`src/rtl/ddrcd_pkg.sv`:
```
package ddrcd_pkg;

  typedef enum logic [2:0] {
    OP_NONE = 3'd0,
    OP_ACT  = 3'd1,
    OP_RD   = 3'd2,
    OP_WR   = 3'd3,
    OP_PRE  = 3'd4,
    OP_REF  = 3'd5,
    OP_MRS  = 3'd6
  } op_e;

  typedef enum logic [1:0] {
    BLM_FIX8 = 2'b00,
    BLM_OTF  = 2'b01,
    BLM_FIX4 = 2'b10,
    BLM_RSVD = 2'b11
  } blmode_e;

  typedef struct packed {
    logic cke;
    logic cs_n;
    logic ras_n;
    logic cas_n;
    logic we_n;
  } ctl_t;

  localparam ctl_t CTL_IDLE = '{cke: 1'b0, cs_n: 1'b1, ras_n: 1'b1, cas_n: 1'b1, we_n: 1'b1};

endpackage

```
`src/rtl/ddrcd_in_capture.sv`:
```
module ddrcd_in_capture
  import ddrcd_pkg::*;
#(
  parameter int ADDR_W = 15,
  parameter int BA_W   = 3
) (
  input  logic              clk,
  input  logic              rst_n,
  input  ctl_t              ctl_d,
  input  logic [BA_W-1:0]   ba_d,
  input  logic [ADDR_W-1:0] addr_d,
  output ctl_t              ctl_q,
  output logic [BA_W-1:0]   ba_q,
  output logic [ADDR_W-1:0] addr_q
);

  ctl_t              ctl_nxt;
  logic [BA_W-1:0]   ba_nxt;
  logic [ADDR_W-1:0] addr_nxt;

  always_comb begin
    ctl_nxt  = ctl_d;
    ba_nxt   = ba_d;
    addr_nxt = addr_d;
  end

  always_ff @(posedge clk or negedge rst_n) begin
    if (!rst_n) begin
      ctl_q  <= CTL_IDLE;
      ba_q   <= '0;
      addr_q <= '0;
    end else begin
      ctl_q  <= ctl_nxt;
      ba_q   <= ba_nxt;
      addr_q <= addr_nxt;
    end
  end

endmodule

```
`src/rtl/ddrcd_classify.sv`:
```
module ddrcd_classify
  import ddrcd_pkg::*;
(
  input  ctl_t ctl,
  output op_e  op
);

  always_comb begin
    op = OP_NONE;
    if (ctl.cke && !ctl.cs_n) begin
      unique case ({ctl.ras_n, ctl.cas_n, ctl.we_n})
        3'b011:  op = OP_ACT;
        3'b101:  op = OP_RD;
        3'b100:  op = OP_WR;
        3'b010:  op = OP_PRE;
        3'b001:  op = OP_REF;
        3'b000:  op = OP_MRS;
        default: op = OP_NONE;
      endcase
    end
  end

endmodule

```
`src/rtl/ddrcd_col_extract.sv`:
```
module ddrcd_col_extract #(
  parameter int DQ_W  = 4,
  parameter int COL_W = (DQ_W == 4) ? 11 : 10
) (
  input  logic [11:0]      addr_lo,
  output logic [COL_W-1:0] col,
  output logic             ap
);

  assign ap = addr_lo[10];

  generate
    if (DQ_W == 4) begin : g_x4
      assign col = {addr_lo[11], addr_lo[9:0]};
    end else begin : g_x8
      logic unused_a11;
      assign unused_a11 = addr_lo[11];
      assign col = addr_lo[9:0];
    end
  endgenerate

endmodule

```
`src/rtl/ddrcd_burst_mode.sv`:
```
module ddrcd_burst_mode
  import ddrcd_pkg::*;
(
  input  logic       clk,
  input  logic       rst_n,
  input  logic       upd,
  input  logic [1:0] op_bl,
  input  logic       a12,
  output logic       chop
);

  blmode_e mode_q, mode_nxt;

  always_comb begin
    mode_nxt = mode_q;
    if (upd) mode_nxt = blmode_e'(op_bl);
  end

  always_ff @(posedge clk or negedge rst_n) begin
    if (!rst_n) mode_q <= BLM_FIX8;
    else if (upd) mode_q <= mode_nxt;
  end

  always_comb begin
    unique case (mode_q)
      BLM_OTF:  chop = !a12;
      BLM_FIX4: chop = 1'b1;
      default:  chop = 1'b0;
    endcase
  end

  p_mode_kept_r7: assert property (@(posedge clk) disable iff (!rst_n)
    !upd |=> $stable(mode_q));

endmodule

```
`src/rtl/ddr3_cmd_decode.sv`:
```
module ddr3_cmd_decode
  import ddrcd_pkg::*;
#(
  parameter int DQ_W   = 4,
  parameter int ADDR_W = 15,
  parameter int BA_W   = 3
) (
  input  logic                                 clk,
  input  logic                                 rst_n,
  input  logic                                 cke,
  input  logic                                 cs_n,
  input  logic                                 ras_n,
  input  logic                                 cas_n,
  input  logic                                 we_n,
  input  logic [BA_W-1:0]                      ba,
  input  logic [ADDR_W-1:0]                    addr,
  output logic                                 act_vld,
  output logic [BA_W-1:0]                      act_bank,
  output logic [ADDR_W-1:0]                    act_row,
  output logic                                 rd_vld,
  output logic                                 wr_vld,
  output logic [BA_W-1:0]                      col_bank,
  output logic [((DQ_W == 4) ? 11 : 10)-1:0]   col_addr,
  output logic                                 col_ap,
  output logic                                 col_chop,
  output logic                                 pre_vld,
  output logic                                 pre_all,
  output logic [BA_W-1:0]                      pre_bank,
  output logic                                 ref_vld,
  output logic                                 mrs_vld,
  output logic [1:0]                           mrs_sel,
  output logic [ADDR_W-1:0]                    mrs_op
);

  localparam int COL_W = (DQ_W == 4) ? 11 : 10;

  // reset: asserted asynchronously, released on the clock
  logic rst_meta, rst_s;
  always_ff @(posedge clk or negedge rst_n) begin
    if (!rst_n) begin
      rst_meta <= 1'b0;
      rst_s    <= 1'b0;
    end else begin
      rst_meta <= 1'b1;
      rst_s    <= rst_meta;
    end
  end

  ctl_t              pin_ctl, cap_ctl;
  logic [BA_W-1:0]   cap_ba;
  logic [ADDR_W-1:0] cap_addr;

  assign pin_ctl = '{cke: cke, cs_n: cs_n, ras_n: ras_n, cas_n: cas_n, we_n: we_n};

  ddrcd_in_capture #(.ADDR_W(ADDR_W), .BA_W(BA_W)) u_cap (
    .clk    (clk),
    .rst_n  (rst_s),
    .ctl_d  (pin_ctl),
    .ba_d   (ba),
    .addr_d (addr),
    .ctl_q  (cap_ctl),
    .ba_q   (cap_ba),
    .addr_q (cap_addr)
  );

  op_e op;
  ddrcd_classify u_cls (
    .ctl (cap_ctl),
    .op  (op)
  );

  logic [COL_W-1:0] col_nxt;
  logic             ap_nxt;
  ddrcd_col_extract #(.DQ_W(DQ_W), .COL_W(COL_W)) u_col (
    .addr_lo (cap_addr[11:0]),
    .col     (col_nxt),
    .ap      (ap_nxt)
  );

  logic mr0_upd, chop_nxt;
  assign mr0_upd = (op == OP_MRS) && (cap_ba[1:0] == 2'b00);

  ddrcd_burst_mode u_blm (
    .clk   (clk),
    .rst_n (rst_s),
    .upd   (mr0_upd),
    .op_bl (cap_addr[1:0]),
    .a12   (cap_addr[12]),
    .chop  (chop_nxt)
  );

  // next-state
  logic act_nxt, rd_nxt, wr_nxt, pre_nxt, ref_nxt, mrs_nxt;
  logic act_en, col_en, pre_en, mrs_en;

  always_comb begin
    act_nxt = (op == OP_ACT);
    rd_nxt  = (op == OP_RD);
    wr_nxt  = (op == OP_WR);
    pre_nxt = (op == OP_PRE);
    ref_nxt = (op == OP_REF);
    mrs_nxt = (op == OP_MRS);
    act_en  = act_nxt;
    col_en  = rd_nxt | wr_nxt;
    pre_en  = pre_nxt;
    mrs_en  = mrs_nxt;
  end

  // pulse registers
  always_ff @(posedge clk or negedge rst_s) begin
    if (!rst_s) begin
      act_vld <= 1'b0;
      rd_vld  <= 1'b0;
      wr_vld  <= 1'b0;
      pre_vld <= 1'b0;
      ref_vld <= 1'b0;
      mrs_vld <= 1'b0;
    end else begin
      act_vld <= act_nxt;
      rd_vld  <= rd_nxt;
      wr_vld  <= wr_nxt;
      pre_vld <= pre_nxt;
      ref_vld <= ref_nxt;
      mrs_vld <= mrs_nxt;
    end
  end

  // field registers, loaded only with their command
  always_ff @(posedge clk or negedge rst_s) begin
    if (!rst_s) begin
      act_bank <= '0;
      act_row  <= '0;
    end else if (act_en) begin
      act_bank <= cap_ba;
      act_row  <= cap_addr;
    end
  end

  always_ff @(posedge clk or negedge rst_s) begin
    if (!rst_s) begin
      col_bank <= '0;
      col_addr <= '0;
      col_ap   <= 1'b0;
      col_chop <= 1'b0;
    end else if (col_en) begin
      col_bank <= cap_ba;
      col_addr <= col_nxt;
      col_ap   <= ap_nxt;
      col_chop <= chop_nxt;
    end
  end

  always_ff @(posedge clk or negedge rst_s) begin
    if (!rst_s) begin
      pre_all  <= 1'b0;
      pre_bank <= '0;
    end else if (pre_en) begin
      pre_all  <= cap_addr[10];
      pre_bank <= cap_ba;
    end
  end

  always_ff @(posedge clk or negedge rst_s) begin
    if (!rst_s) begin
      mrs_sel <= '0;
      mrs_op  <= '0;
    end else if (mrs_en) begin
      mrs_sel <= cap_ba[1:0];
      mrs_op  <= cap_addr;
    end
  end

  logic any_pulse;
  assign any_pulse = act_vld | rd_vld | wr_vld | pre_vld | ref_vld | mrs_vld;

  p_one_pulse_r1: assert property (@(posedge clk) disable iff (!rst_s)
    $onehot0({act_vld, rd_vld, wr_vld, pre_vld, ref_vld, mrs_vld}));

  p_cs_mask_r2: assert property (@(posedge clk) disable iff (!rst_s)
    cap_ctl.cs_n |=> !any_pulse);

  p_cke_gate_r3: assert property (@(posedge clk) disable iff (!rst_s)
    !cap_ctl.cke |=> !any_pulse);

  p_rd_code_r4: assert property (@(posedge clk) disable iff (!rst_s)
    rd_vld |-> ($past(cap_ctl.ras_n) && !$past(cap_ctl.cas_n) && $past(cap_ctl.we_n)));

  p_act_fields_r5: assert property (@(posedge clk) disable iff (!rst_s)
    act_vld |-> (act_row == $past(cap_addr) && act_bank == $past(cap_ba)));

  p_pre_scope_r8: assert property (@(posedge clk) disable iff (!rst_s)
    pre_vld |-> (pre_all == $past(cap_addr[10]) && pre_bank == $past(cap_ba)));

  p_mrs_op_r9: assert property (@(posedge clk) disable iff (!rst_s)
    mrs_vld |-> (mrs_op == $past(cap_addr) && mrs_sel == $past(cap_ba[1:0])));

endmodule

```
`config.mk`:
```
export PLATFORM = sky130hd
export DESIGN_NAME = ddr3_cmd_decode
export DESIGN_NICKNAME = d
export VERILOG_FILES = /design/src/rtl/ddrcd_pkg.sv /design/src/rtl/ddrcd_in_capture.sv /design/src/rtl/ddrcd_classify.sv /design/src/rtl/ddrcd_col_extract.sv /design/src/rtl/ddrcd_burst_mode.sv /design/src/rtl/ddr3_cmd_decode.sv
export SDC_FILE = /design/constraint.sdc
export NUM_CORES = 1
export LEC_CHECK = 0
export ABC_AREA = 1
export ABC_CLOCK_PERIOD_IN_PS = 3700
export BUFFER_PORTS_ARGS = -buffer_cell sky130_fd_sc_hd__buf_4
export CAP_MARGIN = 5
export CORE_ASPECT_RATIO = 0.7
export CORE_UTILIZATION = 53
export CTS_BUF_LIST = sky130_fd_sc_hd__clkbuf_4 sky130_fd_sc_hd__clkbuf_8
export DETAILED_ROUTE_END_ITERATION = 12
export PLACE_DENSITY = 0.85
export REMOVE_ABC_BUFFERS = 1
export SYNTH_ARGS = -nofsm -noshare
export SYNTH_HDL_FRONTEND = slang
export SYNTH_SLANG_ARGS = --single-unit
```
`constraint.sdc`:
```
create_clock -name clk -period 3.7 [get_ports clk]
set_input_delay 0.74 -clock clk [delete_from_list [all_inputs] [get_ports clk]]
set_output_delay 0.74 -clock clk [all_outputs]
set_load 0.005 [all_outputs]
```
# == Yosys cells after proc, flatten, opt, wreduce, memory -nomap -nowiden ==
# Index checks and enable logic that the tools add are counted.
# Widths: inputs -> output; s select.
# classes
addsub,0
multipliers,0
div,0
magnitude_cmp,0
n_eq_ne,13
n_shift,0
n_mux,3
bitwise_logic,1
n_reduce_logical,6
# ops
cell,count
$pmux 3 s6,1
$eq 3x3->1 const B,5
$eq 3x2->1 const B,4
$eq 3x1->1 const B,2
$logic_not 3->1,1
$mux 3,1
$eq 2x1->1 const B,1
$eq 2x2->1 const B,1
$logic_and 1x1->1,2
$logic_not 1->1,2
$logic_not 2->1,1
$pmux 1 s2,1
$or 1x1->1,1
# word_totals
reg_bits,88
latchBits,0
mem_bits_rw,0
rom_bits,0
input_bits,25
output_inout_bits,61
elab_cells,49
n_memories,0

# == Longest topological paths before layout ==
# Gate-level depths: netlist of the first run.
# logic_depth
depth_word,5
depth_mapped,7

# == Hierarchy ==
# From an unflattened synthesis of the first run, not the netlist that was laid out.
# hier_totals
cells_unflattened,298
hier_area_um2,3209.3
# modules_own_cells
mod,n_inst,cells_per_inst,area_per_inst_um2,seq_area_each_um2
ddr3_cmd_decode,1,234,2354.8,1576.5
ddrcd_in_capture,1,23,580.6,580.6
ddrcd_burst_mode,1,14,120.1,50.0
ddrcd_col_extract,1,12,90.1,0.0
ddrcd_classify,1,15,63.8,0.0

# == Worst setup path before layout of the first run ==
# OpenSTA, ideal clock, no wires.
# synth_path
kind,register -> register
start,reg u_cap.ctl_q[1] (netlist name)
end,reg act_bank[2]
setup_ns,0.116
arrival_ns,1.064
t_required_ns,3.584
setup_slack_ns,2.520
path_stages_with_launch,5
synth_period_minus_slack_ns,1.180
path_cell_list,dfstp_2 nand4_2 buf_2 nand2_1 nand2_1
# synth_between
elab_chain_cells,4
elab_cells_between_ends,9
# synth_rtl
element,line_no,rtl
"start, declared",ddrcd_in_capture.sv:12,"output ctl_t ctl_q,"
"start signal, assigned",ddrcd_in_capture.sv:33,ctl_q <= ctl_nxt;
"$eq 3x1->1, or another cell as far along",ddrcd_classify.sv:11,"unique case ({ctl.ras_n, ctl.cas_n, ctl.we_n})"
$pmux 3 s6 *,ddrcd_classify.sv:11,
$mux 3 *,ddrcd_classify.sv:10,if (ctl.cke && !ctl.cs_n) begin
$eq 3x1->1 *,ddr3_cmd_decode.sv:97,act_nxt = (op == OP_ACT);
"end signal, assigned",ddr3_cmd_decode.sv:134,act_bank <= cap_ba;
"end, declared",ddr3_cmd_decode.sv:18,"output logic [BA_W-1:0] act_bank,"
# Mark *: on every way between the ends. The rest lies on a longest branch, timed or not.
# A chain may end at the register's enable or synchronous reset.

# == Worst setup path in the final report of the first run ==
# layout_path
start,reg u_cap.ctl_q[3] (netlist name)
end,reg mrs_op[13]
# layout_between
elab_chain_cells,4
# layout_rtl
element,line_no,rtl
$logic_not 1->1,ddrcd_classify.sv:10,
$logic_and 1x1->1,ddrcd_classify.sv:10,
$mux 3,ddrcd_classify.sv:10,
$eq 3x3->1,ddr3_cmd_decode.sv:102,mrs_nxt = (op == OP_MRS);
named net mrs_en,ddr3_cmd_decode.sv:94,"logic act_en, col_en, pre_en, mrs_en;"
"end signal, assigned",ddr3_cmd_decode.sv:169,mrs_op <= cap_addr;
"end, declared",ddr3_cmd_decode.sv:32,output logic [ADDR_W-1:0] mrs_op
# The timed path passes the listed nets, and every way through them passes these cells.

==> results of run 1 <==
how the worst max path moves through the flow:
stage,end,startpoint
after floorplan,act_bank[0]$_DFFE_PN0N_,rst_s$_DFF_PN0_
after global placement,mrs_op[12]$_DFFE_PN0N_,u_cap.ctl_q[3]$_DFF_PN1_
after CTS,mrs_op[13]$_DFFE_PN0N_,u_cap.ctl_q[3]$_DFF_PN1_
final,mrs_op[13]$_DFFE_PN0N_,u_cap.ctl_q[3]$_DFF_PN1_
after detailed placement,mrs_op[13]$_DFFE_PN0N_,u_cap.ctl_q[3]$_DFF_PN1_
after global routing,mrs_op[13]$_DFFE_PN0N_,u_cap.ctl_q[3]$_DFF_PN1_
synthesized netlist by cell type:
cell type and n:
sky130_fd_sc_hd__dfstp_2 4, sky130_fd_sc_hd__nor2_4 1, sky130_fd_sc_hd__dfrtp_1 84, sky130_fd_sc_hd__o21ai_1 2, sky130_fd_sc_hd__nor2_1 4, sky130_fd_sc_hd__o21ai_0 32, sky130_fd_sc_hd__nand3_1 2, sky130_fd_sc_hd__nand4_1 2
sky130_fd_sc_hd__inv_1 25, sky130_fd_sc_hd__nor2_2 3, sky130_fd_sc_hd__ha_1 2, sky130_fd_sc_hd__buf_6 1, sky130_fd_sc_hd__nor3_1 1, sky130_fd_sc_hd__nand4_2 1, sky130_fd_sc_hd__inv_2 2, sky130_fd_sc_hd__buf_2 7
sky130_fd_sc_hd__a21oi_1 1, sky130_fd_sc_hd__nand2_1 107, sky130_fd_sc_hd__conb_1 1
per-layer routing:
layer | routed length, um | track usage [%]
met5 | 0 | 0
met4 | 90 | 9.375
met1 | 2794 | 30.71
met2 | 2905 | 36.02
met3 | 392 | 6.829
layout by cell type (no fill, tap or decap):
cell type,Yosys,layout
sky130_fd_sc_hd__nor2_1,4,4
sky130_fd_sc_hd__o21ai_0,32,32
sky130_fd_sc_hd__dfstp_2,4,4
sky130_fd_sc_hd__nor2_2,3,3
sky130_fd_sc_hd__clkbuf_4,0,1
sky130_fd_sc_hd__clkinv_2,0,2
sky130_fd_sc_hd__o21ai_1,2,2
sky130_fd_sc_hd__a21oi_1,1,1
sky130_fd_sc_hd__nand4_2,1,1
sky130_fd_sc_hd__bufinv_16,0,1
sky130_fd_sc_hd__inv_1,25,25
sky130_fd_sc_hd__nand2_1,107,107
sky130_fd_sc_hd__inv_2,2,2
sky130_fd_sc_hd__buf_4,0,85
sky130_fd_sc_hd__clkbuf_8,0,10
sky130_fd_sc_hd__dfrtp_1,84,83
sky130_fd_sc_hd__nor2_4,1,1
sky130_fd_sc_hd__clkinv_4,0,1
sky130_fd_sc_hd__nor3_1,1,1
sky130_fd_sc_hd__conb_1,1,1
sky130_fd_sc_hd__ha_1,2,2
sky130_fd_sc_hd__nand4_1,2,2
sky130_fd_sc_hd__nand3_1,2,2
sky130_fd_sc_hd__dfrtp_4,0,1
sky130_fd_sc_hd__clkinvlp_4,0,1
logic make-up after synthesis:
family | after synthesis
fa+ha+maj | 2
simple gates | 121
other cells | 1
compound gates | 35
flops | 88
buf+inv | 35
layout make-up:
type	instances	area [um2]	area share [%]
Sequential cell	88	2211	56.22
Inverter	27	101.3	2.577
Clock buffer	11	145.1	3.691
Multi-Input combinational cell	159	690.7	17.56
Tap cell	72	90.09	2.291
Clock inverter	5	56.30	1.432
Timing Repair Buffer	85	638.1	16.23
report_power, final:
group / switching (mW) / internal (mW)
sequential: 0.106 / 1.10
clock: 0.316 / 0.337
combinational: 0.138 / 0.207
total: 0.561 / 1.64
worst max-delay path, stage by stage, from the launching register on:
cell	delay (ns)
sky130_fd_sc_hd__dfstp_2	0.54
sky130_fd_sc_hd__inv_1	0.04
sky130_fd_sc_hd__nand2_1	0.10
sky130_fd_sc_hd__nor2_2	0.07
sky130_fd_sc_hd__nand2_1	0.67
sky130_fd_sc_hd__inv_1	0.22
sky130_fd_sc_hd__nand2_1	0.11
sky130_fd_sc_hd__nand2_1	0.05
flip-flops by register name (all words and copies together) (netlist names):
signal,cells
rst_meta,1
rst_s,1
u_blm.mode_q,2
mrs_vld,1
pre_vld,1
u_cap.ctl_q,5
u_cap.addr_q,15
mrs_op,15
act_bank,3
u_cap.ba_q,3
pre_bank,3
wr_vld,1
col_chop,1
rd_vld,1
col_addr,11
col_bank,3
act_vld,1
mrs_sel,2
ref_vld,1
col_ap,1
pre_all,1
act_row,15
==> results.txt, run 1 <==
----------------------------------------------------
[Worst setup path]
  Worst-path fanout max ... 32
  Required time of the critical path ... 3.95 ns
  Crit Reg-Reg Startpoint ... u_cap.ctl_q[3]$_DFF_PN1_
  R2R cell count ... 7
  Category of the worst setup path launch point ... register
  R2R setup slack ... between 1.5 and 2 ns
  Kind of end point of the critical path ... register
  Critical path data arrival time ... 2.16 ns
  Class of the most critical setup path ... reg2reg
  End of the worst register-to-register path ... mrs_op[13]$_DFFE_PN0N_

[Synth]
  Area fraction in compound gates after synthesis ... roughly 5.8%
  Synth Area in Simple Gates ... 15.98%
  Synth area leader ... sky130_fd_sc_hd__dfrtp_1
  Adder and majority cell fraction of the synthesized area ... 0.8217%
  Proportion of synthesized chip area in sequential cells ... 72.47%
  Post-synthesis mux area share ... 0%
  Synthesized-area fraction occupied by xor and xnor cells ... 0%
  Netlist Area Pre-Place ... 3045 um2
  Synth Instances ... 282
  Count of cell types in the netlist ... 19
  Top-area cell type share of the netlist area ... about 69%
  Number of flip-flops and latches in the synthesized netlist ... 88
  Synthesized area per cell ... 10.80 um2
  Dominant combinational cell family by area after synthesis ... simple AND/OR/NAND/NOR gates
  Warnings, synthesis ... 0
  Largest cells by area after synthesis ... sky130_fd_sc_hd__dfrtp_1 (69%), sky130_fd_sc_hd__nand2_1 (13%), sky130_fd_sc_hd__o21ai_0 (5.3%)

[Drt]
  Via count normalized by instance count ... approximately 4.9
  DRC viols ... 0
  First drt pass iteration count ... 4
  Routed via count ... 2,196
  Routed Antenna Nets ... 0
  Per-cell routed wire length ... 13.83 um
  Total wirelength of the detailed-routed design ... 6.182 mm
  DR iter-0 viols ... 110

[Global route]
  First-pass GRT wire length ... 10.19 mm
  Total routing resource utilization after global routing ... 23.06%
  Pin count of the biggest net entering global routing ... 87
  Initial antenna violation count ... 0
  Number of global-route vias before repair ... around 2,100
  Total global routing overflow ... 0

[Timing]
  Final Worst Setup Slack ... between 1.5 and 2 ns
  Transition at the pin with the smallest max-transition slack ... just over 1 ns
  Maximum clock skew at final layout ... between 0.007 and 0.008 ns
  Final clock period utilization by the worst path ... 51.69%
  Final worst hold slack ... 0.1539 ns
  Slew HR ... a little under a third
  Highest clock rate ... between 500 and 600 MHz
  Final-report setup violation count ... 0
  Time the final worst path needs with I/O delays and setup ... 1.913 ns
  Final count of pins violating max slew ... 0
  Final hold viol count ... 0
  Final sum of negative setup slack ... 0 ns
  RSZ-0062 raised after global routing ... false

[Floorplanning]
  Count of boundary I/O pins ... 86
  Initial Util ... 56.45%
  Site Rows ... 22
  Area of the die ... 6058 um2
  Die Wd ... 92.60 um
  Core area ... approximately 5400 um2
  Vertical die dimension ... 65.42 um

[Outcome]
  Result of the run ... finished clean

[Hold path]
  Path category of the worst min-delay check ... in2async

[Cells and area]
  Fill cell instance count of the final layout ... around 390
  Post-route design area ... 3933 um2
  Number of standard cells in the layout, taps in and fillers out ... 447
  Post-layout nets ... 397
  Fraction of final layout cells with drive strength greater than 1 ... 30.13%
  Synthesis-to-finish area growth ... 29.13%
  # diodes ... 0
  Core utilization of the finished layout ... 72.89%

[CTS]
  Clock root buffer ... sky130_fd_sc_hd__clkbuf_8
  Number of buffers added by the clock tree synthesis step ... 9
  CTS clk-pin slew, worst paths ... 0.08 ns
  Largest buffer count on any clock path ... 2
  Post-CTS setup-driven buffer insertion count ... 0
  TritonCTS clock tree ... done
  Count of hold buffers inserted by post-cts repair ... 0
  Post-cts sizing count ... 0
  TritonCTS Sinks ... 88
  Clock insertion delay at the later pin of the skew report ... 0.35 ns
  Number of H-tree levels ... 3

[Placed design]
  Routability cong. ... 0.7462
  DP Area ... 3731 um2
  HPWL reported at the end of detailed placement ... 4.184 mm
  Buffers added on ports ... 85
  Placement-stage worst setup slack ... between 1.5 and 2 ns
  DP Cell Count ... 431

[Pwr]
  Peak ir drop on the vdd network ... 0.4030 mV
  Power per standard cell area ... 560.3 nW/um2
  Total power draw ... 2.203 mW
  Leakage Power ... 2.138 nW

[Flow run]
  Max-cap violations ... 0

----------------------------------------------------
Note: power is estimated with default switching activity, not from simulation.
==> run 2, diff against run 1 <==
Settings changed: ABC_CLOCK_PERIOD_IN_PS 3700 to 1750, CORE_UTILIZATION 53 to 48, PLACE_DENSITY 0.85 to 0.81.
Clock period 3.7 ns to 1.75 ns, I/O delays scaled along.
==> results.txt, run 2 (synthesis results as in run 1) <==
----------------------------------------------------
[Worst setup path]
  R2R cell count ... 5 (-2)
  Crit path capture ... col_addr[4]$_DFFE_PN0P_
  Total stage count of the critical path ... 5 (-2)
  Required time of the critical path ... 1.95 ns (-2.00 ns)
  Crit Reg-Reg Startpoint ... u_cap.ctl_q[3]$_DFF_PN1_
  Cell breakdown of the critical path ... inv_1 > nand2_1 > nor2_1 > inv_2 > o21ai_0
  Startpoint of the worst setup timing path ... u_cap.ctl_q[3]$_DFF_PN1_
  Family of cells with the greatest summed delay on the critical path ... flip-flops
  Crit path buf inv count ... 2 (unchanged)
  Worst-path fanout max ... 33 (+3.1%)
  End of the worst register-to-register path ... col_addr[4]$_DFFE_PN0P_
  Critical path data arrival time ... 1.66 ns (-0.50 ns)
  Slowest stage cell on the critical path ... sky130_fd_sc_hd__dfstp_2
  R2R setup slack ... 0.30 ns (-1.49 ns)
  Category of the worst setup path launch point ... register
  Class of the most critical setup path ... reg2reg
  Kind of end point of the critical path ... register
  Longest individual stage delay on the worst path ... 0.54 ns (-0.13 ns)

[Placed design]
  Routability cong. ... 0.7924 (+6.2%)
  Buffers added on ports ... 85 (unchanged)
  Placement-stage worst setup slack ... 0.2873 ns (-1.498 ns)
  HPWL reported at the end of detailed placement ... 4.390 mm (+4.9%)

[CTS]
  Clock insertion delay at the later pin of the skew report ... 0.34 ns (about the same)
  Count of hold buffers inserted by post-cts repair ... 1 (+1)
  Post-CTS setup-driven buffer insertion count ... 0 (unchanged)
  Post-cts sizing count ... 0 (unchanged)
  TritonCTS Sinks ... 88 (unchanged)
  Clock root buffer ... sky130_fd_sc_hd__clkbuf_8
  Number of H-tree levels ... 3 (unchanged)
  TritonCTS clock tree ... done
  Number of buffers added by the clock tree synthesis step ... 9 (unchanged)
  Largest buffer count on any clock path ... 2 (unchanged)
  CTS clk-pin slew, worst paths ... 0.09 ns (about the same)

[Drt]
  DRC viols ... 0 (unchanged)
  Routed via count ... 2,149 (-2.1%)
  First drt pass iteration count ... 4 (unchanged)
  Total wirelength of the detailed-routed design ... 6.207 mm (+0.40%)
  Per-cell routed wire length ... 13.58 um (-1.8%)
  DR iter-0 viols ... 109 (-0.91%)
  Routed Antenna Nets ... 0 (unchanged)
  Via count normalized by instance count ... 4.702 (-4.3%)

[Global route]
  Number of global-route vias before repair ... 2,123 (+0.52%)
  Total routing resource utilization after global routing ... 20.05% (-3.0 points)
  First-pass GRT wire length ... 9.963 mm (-2.2%)
  Total global routing overflow ... 0 (unchanged)
  Pin count of the biggest net entering global routing ... 35 (-60%)
  Initial antenna violation count ... 0 (unchanged)

[Flow run]
  Max-cap violations ... 0 (unchanged)

[Floorplanning]
  Area of the die ... 6672 um2 (+10%)
  Vertical die dimension ... 68.64 um (+4.9%)
  Site Rows ... 23 (+4.5%)
  Initial Util ... 51.37% (-5.1 points)
  Core area ... 5928 um2 (+9.9%)
  Die Wd ... 97.21 um (+5.0%)
  Count of boundary I/O pins ... 86 (unchanged)

[Timing]
  Time the final worst path needs with I/O delays and setup ... 1.454 ns (-0.4583 ns)
  Transition at the pin with the smallest max-transition slack ... 0.5039 ns (-0.5298 ns)
  Final count of pins violating max slew ... 0 (unchanged)
  Slew HR ... 66.36% (+35 points)
  RSZ-0062 raised after global routing ... false
  Final clock period utilization by the worst path ... 83.11% (+31 points)
  Final Worst Setup Slack ... 0.2956 ns (-1.492 ns)
  Maximum clock skew at final layout ... 0.006050 ns (-0.001714 ns)
  Highest clock rate ... 687.6 MHz (+32%)
  Final-report setup violation count ... 0 (unchanged)
  Final worst hold slack ... 0.1081 ns (-0.04578 ns)
  Final hold viol count ... 0 (unchanged)

[Pwr]
  Power share of the combinational group ... 16.4% (+0.7 points)
  Sw Pwr ... 1.224 mW (+120%)
  Power per standard cell area ... 1165 nW/um2 (+110%)
  Proportion of total power due to net switching ... 26.22% (+0.78 points)
  Clock power frac ... 29.6% (about the same)
  Proportion of power drawn by flip-flops and latches ... 54.0% (-0.7 points)
  Peak ir drop on the vdd network ... 0.6493 mV (+61%)
  Leakage Power ... 2.163 nW (+1.2%)
  Int Pwr ... 3.444 mW (+110%)
  Total power draw ... 4.668 mW (+110%)

[Cells and area]
  Most common library cell in the layout ignoring fill and taps ... sky130_fd_sc_hd__nand2_1
  Top Registers ... act_row x15, mrs_op x15, u_cap.addr_q x15
  Synthesis-to-finish area growth ... 31.51%
  Fraction of final layout cells with drive strength greater than 1 ... 31.15% (+1.0 points)
  Fill cell instance count of the final layout ... 461 (+19%)
  Core utilization of the finished layout ... 67.56% (-5.3 points)
  Post-layout nets ... 404 (+1.8%)
  Highest-count cells in the layout ignoring fill and taps ... sky130_fd_sc_hd__nand2_1 (107), sky130_fd_sc_hd__buf_4 (90), sky130_fd_sc_hd__dfrtp_1 (83), sky130_fd_sc_hd__o21ai_0 (32), sky130_fd_sc_hd__inv_1 (25)
  # diodes ... 0 (unchanged)

[Hold path]
  Path category of the worst min-delay check ... in2reg

[Outcome]
  Result of the run ... finished clean

----------------------------------------------------
run 2: cell count changes in the layout (fill, tap and decap cells not counted), sizes merged:
cell,change
buf,+6
clkbuf,-2
clkinv,-2
clkinvlp,+2
inv,+2
dlygate4sd3,+1
run 2: per-stage QoR:
stage	cells	TNS (ns)	instance area, um2
after detailed placement	440	0	3792
after global routing	457	0	4005
after global placement	440	0	3792
after CTS	457	0	4005
final	457	0	4005
after floorplan	274	-72.89	2999
run 2: worst min path at each step:
stage               startpoint                 endpoint  slack, ns  cells past startpoint
floorplan                rst_n       rst_meta$_DFF_PN0_       0.05                      0
global placement         rst_n       rst_meta$_DFF_PN0_       0.13                      1
detailed placement       rst_n       rst_meta$_DFF_PN0_       0.13                      1
CTS                      ba[1]  u_cap.ba_q[1]$_DFF_PN0_       0.09                      1
global route             ba[1]  u_cap.ba_q[1]$_DFF_PN0_       0.08                      1
finish                   ba[1]  u_cap.ba_q[1]$_DFF_PN0_       0.11                      1
run 2: power by group through the flow:
stage          clock (mW)  combinational (mW)  sequential [mW]
3_5_place_dp            0               0.779             2.56
3_3_place_gp            0               0.747             2.55
2_1_floorplan           0               0.221             2.56
5_1_grt              1.51               0.869             2.55
6_report             1.38               0.768             2.52
4_1_cts              1.42               0.782             2.52
run 2: area by class of cell:
type,count,area (um2),area share (%)
Clock inverter,7,78.83,1.968
Sequential cell,88,2211,55.20
Tap cell,75,93.84,2.343
Multi-Input combinational cell,159,690.7,17.24
Clock buffer,9,123.9,3.093
Inverter,27,101.3,2.530
Timing Repair Buffer,92,705.7,17.62
run 2: routing by layer:
metal  global-route usage [%]  routed length (um)
met2                    31.60                2802
met4                    6.903                  38
met3                    6.956                 438
met1                    26.49                2927
met5                        0                   0
